[config.mk]
export PLATFORM = sky130hd
export DESIGN_NAME = nmi_line_ctrl
export DESIGN_NICKNAME = d
export VERILOG_FILES = /design/src/rtl/nmi_line_ctrl.sv
export SDC_FILE = /design/constraint.sdc
export NUM_CORES = 1
export LEC_CHECK = 0
export ABC_CLOCK_PERIOD_IN_PS = 1500
export BUFFER_PORTS_ARGS = -buffer_cell sky130_fd_sc_hd__buf_2
export CORE_UTILIZATION = 35
export DETAILED_ROUTE_END_ITERATION = 12
export HOLD_SLACK_MARGIN = 0.02
export PLACE_DENSITY = 0.64
export REMOVE_ABC_BUFFERS = 1
export SLEW_MARGIN = 15
export SYNTH_ARGS = -nofsm -noshare
export SYNTH_HDL_FRONTEND = slang
export SYNTH_SLANG_ARGS = --single-unit
[constraint.sdc]
create_clock -name clk -period 1.5 [get_ports clk]
set_clock_uncertainty 0.1 [all_clocks]
set_input_delay 0.15 -clock clk [delete_from_list [all_inputs] [get_ports clk]]
set_output_delay 0.15 -clock clk [all_outputs]
set_load 0.01 [all_outputs]
[src/rtl/nmi_line_ctrl.sv]
`timescale 1ns/1ps
module nmi_line_ctrl #(
  parameter int LAYOUT     = 0,
  parameter int AW         = 8,
  parameter int DW         = 32,
  parameter bit IDLE_LEVEL = 1'b1
) (
  input  logic          clk,
  input  logic          rst_n,
  input  logic          irq_pin,
  input  logic          bus_wr,
  input  logic [AW-1:0] bus_addr,
  input  logic [DW-1:0] bus_wdata,
  output logic [DW-1:0] bus_rdata,
  output logic          irq_out
);

  localparam logic [AW-1:0] CTRL_OFS = (LAYOUT == 2) ? AW'(12) : AW'(0);
  localparam logic [AW-1:0] PEND_OFS = (LAYOUT == 1) ? AW'(8)  :
                                       (LAYOUT == 2) ? AW'(16) : AW'(4);
  localparam logic [AW-1:0] EN_OFS   = (LAYOUT == 0) ? AW'(8)  :
                                       (LAYOUT == 1) ? AW'(4)  :
                                       (LAYOUT == 2) ? AW'(64) : AW'(52);

  localparam logic [1:0] TRIG_LOW  = 2'd0;
  localparam logic [1:0] TRIG_FALL = 2'd1;
  localparam logic [1:0] TRIG_HIGH = 2'd2;

  logic [1:0]    sync_q;
  logic          prev_q;
  logic          pend_q;
  logic          en_q;
  logic [DW-1:0] ctrl_q;
  logic          trig_hit;

  wire smp      = sync_q[1];
  wire hit_ctrl = (bus_addr == CTRL_OFS);
  wire hit_pend = (bus_addr == PEND_OFS);
  wire hit_en   = (bus_addr == EN_OFS);
  wire clr_req  = bus_wr & hit_pend & bus_wdata[0];

  always_comb begin
    case (ctrl_q[1:0])
      TRIG_LOW:  trig_hit = ~smp;
      TRIG_FALL: trig_hit = prev_q & ~smp;
      TRIG_HIGH: trig_hit = smp;
      default:   trig_hit = ~prev_q & smp;
    endcase
  end

  always_ff @(posedge clk or negedge rst_n) begin
    if (!rst_n) begin
      sync_q <= {2{IDLE_LEVEL}};
      prev_q <= IDLE_LEVEL;
    end else begin
      sync_q <= {sync_q[0], irq_pin};
      prev_q <= smp;
    end
  end

  always_ff @(posedge clk or negedge rst_n) begin
    if (!rst_n) begin
      pend_q  <= 1'b0;
      en_q    <= 1'b0;
      ctrl_q  <= '0;
      irq_out <= 1'b0;
    end else begin
      pend_q  <= trig_hit | (pend_q & ~clr_req);
      irq_out <= pend_q & en_q;
      if (bus_wr && hit_ctrl) ctrl_q <= bus_wdata;
      if (bus_wr && hit_en)   en_q   <= bus_wdata[0];
    end
  end

  always_comb begin
    if (hit_ctrl)      bus_rdata = ctrl_q;
    else if (hit_pend) bus_rdata = DW'(pend_q);
    else if (hit_en)   bus_rdata = DW'(en_q);
    else               bus_rdata = '0;
  end


  en_mask_chk: assert property (@(posedge clk) disable iff (!rst_n)
    !en_q |=> !irq_out);


  w1c_chk: assert property (@(posedge clk) disable iff (!rst_n)
    (bus_wr && hit_pend && bus_wdata[0] && !trig_hit) |=> !pend_q);


  hold_chk: assert property (@(posedge clk) disable iff (!rst_n)
    (pend_q && !(bus_wr && hit_pend && bus_wdata[0])) |=> pend_q);


  level_rearm_chk: assert property (@(posedge clk) disable iff (!rst_n)
    (!ctrl_q[0] && trig_hit) |=> pend_q);


  edge_win_chk: assert property (@(posedge clk) disable iff (!rst_n)
    (ctrl_q[0] && trig_hit) |=> pend_q);


  unmapped_wr_chk: assert property (@(posedge clk) disable iff (!rst_n)
    (bus_wr && !hit_ctrl && !hit_pend && !hit_en) |=> ($stable(ctrl_q) && $stable(en_q)));


  unmapped_rd_chk: assert property (@(posedge clk) disable iff (!rst_n)
    (!hit_ctrl && !hit_pend && !hit_en) |-> (bus_rdata == '0));

endmodule

# Yosys cells after proc, flatten, opt, wreduce, memory -nomap -nowiden
# Index checks and enable logic that the tools add are counted.
[op_classes] n_addsub=0 reduce_logical=4 bitwise=10 n_eq_ne=4 mux=4 shift=0 n_lt_le_gt_ge=0 div_mod_pow=0 multipliers=0
[op_table] operator="$mux 32" count=1
[op_table] operator="$eq 8x3->1 const B" count=1
[op_table] operator="$eq 8x4->1 const B" count=1
[op_table] operator="$logic_not 8->1" count=1
[op_table] operator="$and 1x1->1" count=6
[op_table] operator="$not 1->1" count=3
[op_table] operator="$pmux 1 s3" count=1
[op_table] operator="$eq 2x1->1 const B" count=1
[op_table] operator="$eq 2x2->1 const B" count=1
[op_table] operator="$logic_and 1x1->1" count=2
[op_table] operator="$logic_not 2->1" count=1
[op_table] operator="$mux 1" count=2
[op_table] operator="$or 1x1->1" count=1
[word_totals] rom_bits=0 memories=0 ram_bits=0 out_inout_bits=33 wordCells=28 input_bits=44 latch_bits=0 register_bits=38

# Depth between registers and ports, before layout
# Gate-level depths: netlist of the first run.
[depth] word_depth=6 depth_mapped=4 mapped_depth_nobuf=3

# Least setup slack after synthesis of the first run
# OpenSTA, ideal clock, no wires.
[synth_path] kind="input -> output" from="input port bus_addr[5]" to="output port bus_rdata[10]" path_slack_ns=0.083 stages=4 path_buffers=1 arrival_ns=1.167 path_cell_list="nor4_4 and3_1 clkbuf_1 and2_1"
[synth_between] elab_chain_len=2
[synth_lines] element="start: declaration" line_no="12" source="input logic [AW-1:0] bus_addr,"
[synth_lines] element="$logic_not 8->1" line_no="37" source="wire hit_ctrl = (bus_addr == CTRL_OFS);"
[synth_lines] element="$mux 32" line_no="76" source="if (hit_ctrl) bus_rdata = ctrl_q;"
[synth_lines] element="end: declaration" line_no="14" source="output logic [DW-1:0] bus_rdata,"
# No other way between the ends.

# Worst setup path in the final report of the first run
[layout_path] from="input port bus_addr[5]" to="output port bus_rdata[13]"
# Same word-level chain as after synthesis.

==> results.cfg, run 1 <==
[timing]
relSlewSlack_pct = 69.5
rsz0062_at_grt = yes
setup_violations = 0
final_max_slew_viol_count = 0
tightest_slew_ps = 457
fmax_ghz = 0.668
fin_ws_ps = 3.89
timing.hold.ws_ps = 118
hold_viol = 0
setup_tns_ps = 0
final.period_utilization_pct = 99.7
layout_min_cycle_time_ps = 1500

[cts]
cts_buffer_depth = 2
tritoncts = done
cts.sinks = 38
numCtsBuffers = 5
root_buffer = clkbuf_8
path_clk_slew_ps = 70
htree_levels = 2
worstSkewPairLatency_ps = 280

[worst_setup_path]
crit_type = primary input to primary output
reg2reg_depth = 2
cp_common_cell = buf_6
critPathCaptureType = primary output
slowest_stage = and3_4
cp_cell_sequence = buf_6 > nor4_4 > and3_4 > clkbuf_16 > and2_4 > buf_6
arrival_ps = 1250
critPathTopFamily = simple AND/OR/NAND/NOR gates
critPathLaunchType = primary input
slowest_delay_ps = 310
r2r-end = pend_q
r2r_slack_ps = 430
rr_startpoint = prev_q
worstPathMaxFanout = 8
crit_buf_inv = 3
required_ps = 1250

[synthesis]
synthTopCellsByArea = dfrtp_1 (48%), mux2_4 (25%), and2_1 (11%)
ys.flop_type = dfrtp_1
asyncSetResetFlopFracSynth_pct = 100
yosys.area_share.adder_pct = 0
synth-xor-area-share_pct = 0
ys.warnings.count = 0
synth_top_area_share_pct = 47.8
synth-edff-count = 0
synth_top_area_cell = dfrtp_1
syn_inst = 128
synthMuxAreaShare_pct = 26.4
synthSimpleGateAreaFrac_pct = 17.3
yosys-top-cells-count = dfrtp_1 (35), and2_1 (32), mux2_4 (30)
syn_area_um2 = 1830
ys_seq_area_share_pct = 52.1
synth_cell_type_count = 21
synth_top_family_by_area = multiplexers
synth_seq_cells = 38
synth_compound_area_share_pct = 1.64
postSynthAreaPerCell_um2 = 14.3
yosysMostFrequentCell = dfrtp_1

[routing]
drcViolationCount = 0
drt-pass1-iter-count = 2
postRouteAntennaNets = 0
wl_per_cell_um = 15.4
vias = 1426
dr.first_iter.drc_count = 38
via_per_inst = 4.50
routed_wl_um = 4880

[floorplan]
die_w_um = 74.3
die_height_um = 74.3
fp-row-count = 25
start_util_pct = 37.5
dieArea_um2 = 5530
core_area_um2 = 4880
io_pins = 77

[job]
drv_cap = 0

[cells_and_area]
nets = 293
multi_input_area_um2 = 910
diodes = 0
areaGrowthSynthToFinish_pct = 69.0
fin_util_pct = 63.4
seqCellArea_um2 = 955
fillers = 379
drive_gt1_share_pct = 64.8

[placed_design]
io_buffers = 76
post-dp-hpwl_um = 2440
place_congestion = 0.721
place_ws_ps = -91.1

[worst_hold_path]
holdPathEnd = pend_q
min_path_cells = 3
hold_path_startpoint = bus_wr
min_path_type = primary input to register

[status]
status = finished, final reports clean

[global_routing]
grt_pass1_vias = 1369
grt_use_total_pct = 16.1
grt_max_degree = 33
grt_overflow = 0
grt_pass1_wl_um = 6490
antenna_found_initial = 0

[power_and_ir_drop]
p_total_w = 0.00210
p_leak_nw = 1.63
power_density_nw_per_um2 = 677
peakVddDrop_uv = 428
area by class of cell:
| cell class | instances | area share (%) |
|---|---|---|
| timing repair buffer | 120 | 34.1 |
| clock buffer | 7 | 2.79 |
| tap | 67 | 2.71 |
| clock inverter | 1 | 0.162 |
| sequential | 38 | 30.8 |
| multi-input combinational | 84 | 29.4 |
metal layers:
layer	part of all wire, %	up-vias	GRT usage, %	wire length [um]
met5	0	-	0	0
met4	1.3	0	6.71	63
met3	4.5	7	5.01	221
met2	53	46	27.0	2570
met1	41	702	19.4	2030
li1	-	671	-	-
flip-flops by register name (all words and copies together), names as in the netlist:
register  cells
pend_q        1
irq_out       1
ctrl_q       32
sync_q        2
en_q          1
prev_q        1
report_power, final:
group | switching (W) | total (W) | internal (W)
sequential | 0.0000297 | 0.00110 | 0.00107
clock | 0.000362 | 0.000734 | 0.000371
combinational | 0.0000822 | 0.000257 | 0.000175
worst max path at each step:
stage                            from             to  slack (ps)  cells past startpoint
after CTS                 bus_addr[6]  bus_rdata[23]          30                      6
final                     bus_addr[5]  bus_rdata[13]           4                      6
after global placement    bus_addr[5]  bus_rdata[23]         -90                      6
after floorplan           bus_addr[5]      ctrl_q[0]        -320                      3
after global routing      bus_addr[5]   bus_rdata[9]         -50                      6
after detailed placement  bus_addr[5]  bus_rdata[23]         -90                      6
cell families (layout without fill, tap and decap cells):
| family | count (synthesis) | count (layout) |
|---|---|---|
| AO/OA/AOI/OAI | 4 | 4 |
| buffers and inverters | 6 | 128 |
| flip-flops | 38 | 38 |
| multiplexers | 33 | 33 |
| AND/OR/NAND/NOR | 47 | 47 |
worst register-to-register path, delay by kind of cell, from the launching register on:
| family | cells | cell delay, ps |
|---|---|---|
| flip-flops | 1 | 530 |
| AO/OA/AOI/OAI | 2 | 320 |
cell usage in the layout (no fill, tap or decap), drive strengths merged:
cell type and instances:
nand2 1, nor4 1, a211o 1, nand2b 1
o2111a 1, nor3 1, dfstp 3, nand4 3
clkbuf 9, clkinv 1, mux2 33, a21oi 2
or2 1, buf 84, dlygate4sd3 34, nor2 2
nor2b 3, and3b 1, dfrtp 35, and3 1
and2 32
through the flow:
step	cells	cell area (um^2)
finish	317	3100
global placement	270	2330
floorplan	122	1790
global route	317	3100
detailed placement	270	2330
CTS	313	2770
repair_timing:
action	4_1_cts	5_1_grt
setup endpoints to repair	31	30
pin swaps	1	20
cloned	0	3
gates resized for setup	1	61
buffers inserted	1	1
hold buffers	34	0
endpoints found under the hold margin	52	0
Power figures use the tool's default switching activity.
==> run 2, diff against run 1 <==
Settings changed: CELL_PAD_IN_SITES_DETAIL_PLACEMENT from default to 1, CELL_PAD_IN_SITES_GLOBAL_PLACEMENT from default to 1, PLACE_DENSITY 0.64 to 0.78.
==> run 2 against run 1 <==
  * Hold slack lost 6.9 ps
  * Power shrank 0.71%
  * Critical path type unchanged
  * Clock-buffer cell count unchanged
==> results.cfg, run 2 (same netlist as run 1, synthesis figures left out) <==
[worst_setup_path]
required_ps = 1250
arrival_ps = 1230
crit_type = primary input to primary output
worstPathMaxFanout = 17
slowest_delay_ps = 280
cp_cell_sequence = buf_2 > nor2_1 > and3_4 > buf_12 > and2_4 > buf_2
critPathLaunchType = primary input
slowest_stage = nor2_1
critPathCaptureType = primary output
cp_common_cell = buf_2

[power_and_ir_drop]
power_frac_clock_pct = 34.6
p_sw_w = 0.000462
intPower_w = 0.00162
peakVddDrop_uv = 427
sequentialPowerShare_pct = 53.0
power_frac_comb_pct = 12.4
p_leak_nw = 1.56
power_density_nw_per_um2 = 739
p_sw_share_pct = 22.2

[routing]
drcViolationCount = 0
drt-pass1-iter-count = 3
via_per_inst = 4.57
wl_per_cell_um = 16.0
routed_wl_um = 5030
vias = 1441
postRouteAntennaNets = 0
dr.first_iter.drc_count = 17

[timing]
setup_tns_ps = 0
hold_viol = 0
tightest_slew_ps = 411
rsz0062_at_grt = yes
fmax_ghz = 0.676
relSlewSlack_pct = 72.6
final.period_utilization_pct = 98.6
layout_min_cycle_time_ps = 1480
final_max_slew_viol_count = 0
setup_violations = 0

[cts]
cts.sinks = 38
numCtsBuffers = 5
worstSkewPairLatency_ps = 290
tritoncts = done
path_clk_slew_ps = 70
root_buffer = clkbuf_8
htree_levels = 2
cts_buffer_depth = 2

[floorplan]
io_pins = 77
core_area_um2 = 4880
fp-row-count = 25
dieArea_um2 = 5530
die_height_um = 74.3
die_w_um = 74.3
start_util_pct = 37.5

[cells_and_area]
regMostFlops = ctrl_q
mostFrequentLayoutCell = buf_2
diodes = 0
mostFrequentLayoutCells = buf_2 (74), dfrtp_1 (35), dlygate4sd3_1 (34)
reg_top3 = ctrl_q: 32 flops, sync_q: 2 flops
largest_reg_flops = 32
nets = 291
drive_gt1_share_pct = 54.4
final_area_um2 = 2820
fillers = 517
areaGrowthSynthToFinish_pct = 53.8

[global_routing]
grt_max_degree = 33
grt_use_total_pct = 19.7
grt_pass1_vias = 1556
grt_overflow = 0
antenna_found_initial = 0
grt_pass1_wl_um = 7790

[placed_design]
postPlaceCellArea_um2 = 2320
post-dp-hpwl_um = 3030
place_congestion = 0.758
io_buffers = 76

[status]
status = finished, final reports clean

[worst_hold_path]
min_path_type = primary input to register

[job]
drv_cap = 0
==> run 2: worst paths after layout <==
check | slack (ps) | startpoint | cells after the start | end
max reg2reg | 440 | prev_q | 2 | pend_q
min in group asynchronous | 240 | rst_n | 2 | ctrl_q[18]
max | 20 | bus_addr[1] | 6 | bus_rdata[25]
min | 110 | bus_wr | 3 | pend_q
min reg2reg | 260 | sync_q[0] | 0 | sync_q[1]
max in group asynchronous | 520 | rst_n | 3 | sync_q[0]
==> run 2: cell type report <==
type	count	area [um^2]	share of cell area, %
clock buffer	7	86.3	3.07
timing repair buffer	118	838	29.8
clock inverter	1	5.00	0.178
sequential	38	955	33.9
tap	67	83.8	2.98
multi-input combinational	84	848	30.1
==> run 2: critical path, delay by kind of cell <==
kind | cells | cell delay [ps]
AND/OR/NAND/NOR | 3 | 700
buffers and inverters | 3 | 370
==> run 2: power groups by stage <==
stage,Clock (W),Sequential (W),Combinational (W)
2_1_floorplan,0,0.00111,0.0000776
3_5_place_dp,0,0.00112,0.000183
4_1_cts,0.000744,0.00110,0.000252
3_3_place_gp,0,0.00112,0.000175
6_report,0.000720,0.00110,0.000257
5_1_grt,0.000793,0.00111,0.000280
==> run 2: routing by layer <==
metal	vias up	part of all wire, %	global-route usage, %
met4	0	1.3	5.03
li1	669	-	-
met3	8	5.4	6.10
met1	716	39	21.5
met2	48	55	36.9
met5	-	0	0
==> run 2: stage by stage <==
| stage | worst slack (ps) | instances | hold slack (ps) | utilization, % | total power, W |
|---|---|---|---|---|---|
| 5_1_grt | -25.6 | 315 | 115 | 57.7 | 0.00218 |
| 3_3_place_gp | -98.8 | 271 | 6.59 | 47.6 | 0.00129 |
| 2_1_floorplan | -324 | 122 | -246 | - | 0.00119 |
| 4_1_cts | -19.5 | 314 | 101 | 56.6 | 0.00210 |
| 6_report | 21.6 | 315 | 111 | 57.7 | 0.00208 |
| 3_5_place_dp | -110 | 271 | 9.67 | 47.6 | 0.00130 |
==> run 2: timing repair <==
action | in CTS | in global routing
pin swaps | 1 | 4
resized for setup | 0 | 12
hold buffers | 34 | 0
hold endpoints to repair | 49 | 0
setup buffers | 1 | 1
endpoints found under the setup margin | 31 | 32
==> run 3, diff against run 2 <==
Settings changed: RECOVER_POWER from default to 25.
==> run 3 against run 2 <==
  * Utilization is the same
  * Combinational power is essentially flat
  * Design area is the same
  * Clock power is essentially flat
  * Fmax is the same
==> results.cfg, run 3 (same netlist as run 1, synthesis figures left out) <==
[cells_and_area]
mostFrequentLayoutCell = buf_2
mostFrequentLayoutCells = buf_2 (74), dfrtp_1 (35), dlygate4sd3_1 (34)
largest_reg_flops = 32
final_area_um2 = 2820
reg_top3 = ctrl_q: 32 flops, sync_q: 2 flops
multi_input_area_um2 = 848
nets = 291
fin_cells = 315
seqCellArea_um2 = 955
drive_gt1_share_pct = 54.0
regMostFlops = ctrl_q
fillers = 517
diodes = 0
areaGrowthSynthToFinish_pct = 53.8

[routing]
vias = 1441
routed_wl_um = 5030
drcViolationCount = 0
wl_met1_um = 1940
dr.first_iter.drc_count = 13
topRoutingLayerUsed = met4
drt-pass1-iter-count = 3
wl_per_cell_um = 16.0
via_per_inst = 4.57
postRouteAntennaNets = 0
wl_met3_um = 271
wl_met2_um = 2750

[cts]
worstSkewPairLatency_ps = 290
numCtsBuffers = 5
path_clk_slew_ps = 70
cts_buffer_depth = 2
root_buffer = clkbuf_8
htree_levels = 2
tritoncts = done
cts.sinks = 38

[worst_hold_path]
min_path_type = primary input to register
hold_path_startpoint = bus_wr
min_path_cells = 3
holdPathEnd = pend_q

[worst_setup_path]
crit_type = primary input to primary output
worstPathMaxFanout = 17
critPathCaptureType = primary output
slowest_stage = nor2_1
r2r_slack_ps = 440
cp_cell_sequence = buf_2 > nor2_1 > and3_4 > buf_12 > and2_4 > buf_2
critPathLaunchType = primary input
arrival_ps = 1230
cp_common_cell = buf_2
crit_buf_inv = 3
critPathTopFamily = simple AND/OR/NAND/NOR gates
r2r-end = pend_q
required_ps = 1250
rr_startpoint = prev_q
slowest_delay_ps = 280
reg2reg_depth = 2

[placed_design]
place_congestion = 0.758
io_buffers = 76
post-dp-hpwl_um = 3030
place_inst = 271
place_ws_ps = -110
postPlaceCellArea_um2 = 2320

[floorplan]
core_area_um2 = 4880
die_w_um = 74.3
start_util_pct = 37.5
fp-row-count = 25
dieArea_um2 = 5530
die_height_um = 74.3
io_pins = 77

[global_routing]
grt_pass1_vias = 1556
grt_use_total_pct = 19.7
antenna_found_initial = 0
grt_pass1_wl_um = 7790
grt_overflow = 0
grt_max_degree = 33

[power_and_ir_drop]
p_leak_nw = 1.56
power_density_nw_per_um2 = 738
peakVddDrop_uv = 427

[timing]
final.period_utilization_pct = 98.6
rsz0062_at_grt = yes
layout_min_cycle_time_ps = 1480
setup_violations = 0
fmax_ghz = 0.676
fin_ws_ps = 21.6
setup_tns_ps = 0
relSlewSlack_pct = 72.6
hold_viol = 0
tightest_slew_ps = 411
final_max_slew_viol_count = 0

[status]
status = finished, final reports clean

[job]
drv_cap = 0
==> run 3: what timing repair did <==
| action | in CTS | in global routing |
|---|---|---|
| endpoints found under the setup margin | 31 | 32 |
| hold buffers | 34 | 0 |
| buffers inserted | 1 | 1 |
| hold endpoints to repair | 49 | 0 |
| pin swaps | 1 | 4 |
| resized for setup | 0 | 12 |
==> run 3: area by class of cell <==
type | instances | share of cell area, %
Sequential cell | 38 | 33.9
Tap cell | 67 | 2.98
Timing Repair Buffer | 118 | 29.8
Multi-Input combinational cell | 84 | 30.1
Clock inverter | 1 | 0.178
Clock buffer | 7 | 3.07
==> run 3: worst max path at each step <==
stage,startpoint,endpoint,slack [ps],cells past startpoint
3_3_place_gp,bus_addr[5],bus_rdata[5],-100,6
2_1_floorplan,bus_addr[5],ctrl_q[0],-320,3
3_5_place_dp,bus_addr[5],bus_rdata[4],-110,6
6_report,bus_addr[1],bus_rdata[25],20,6
5_1_grt,bus_addr[5],bus_rdata[21],-30,6
4_1_cts,bus_addr[6],bus_rdata[18],-20,6
==> run 3: routing by layer <==
layer,vias up,GRT usage (%)
li1,669,-
met3,8,6.10
met4,0,5.03
met2,48,36.9
met1,716,21.5
met5,-,0
==> run 3: where the power goes <==
group	switching [W]	internal (W)	leakage, nW	total, W
logic	0.0000854	0.000172	1.00	0.000257
registers	0.0000273	0.00107	0.509	0.00110
clock network	0.000349	0.000371	0.0482	0.000720
total	0.000462	0.00162	1.56	0.00208
==> run 3: stage by stage <==
step / total power, W / util, % / hold WS, ps
3_5_place_dp: 0.00130 / 47.6 / 9.67
2_1_floorplan: 0.00119 / - / -246
4_1_cts: 0.00210 / 56.6 / 101
5_1_grt: 0.00218 / 57.7 / 115
3_3_place_gp: 0.00129 / 47.6 / 6.59
6_report: 0.00208 / 57.7 / 111
==> run 3: worst reg2reg max path, cell delays in order, from the launching register on <==
cell and delay (ps):
dfstp_2 530, a21oi_1 60, a211o_1 260
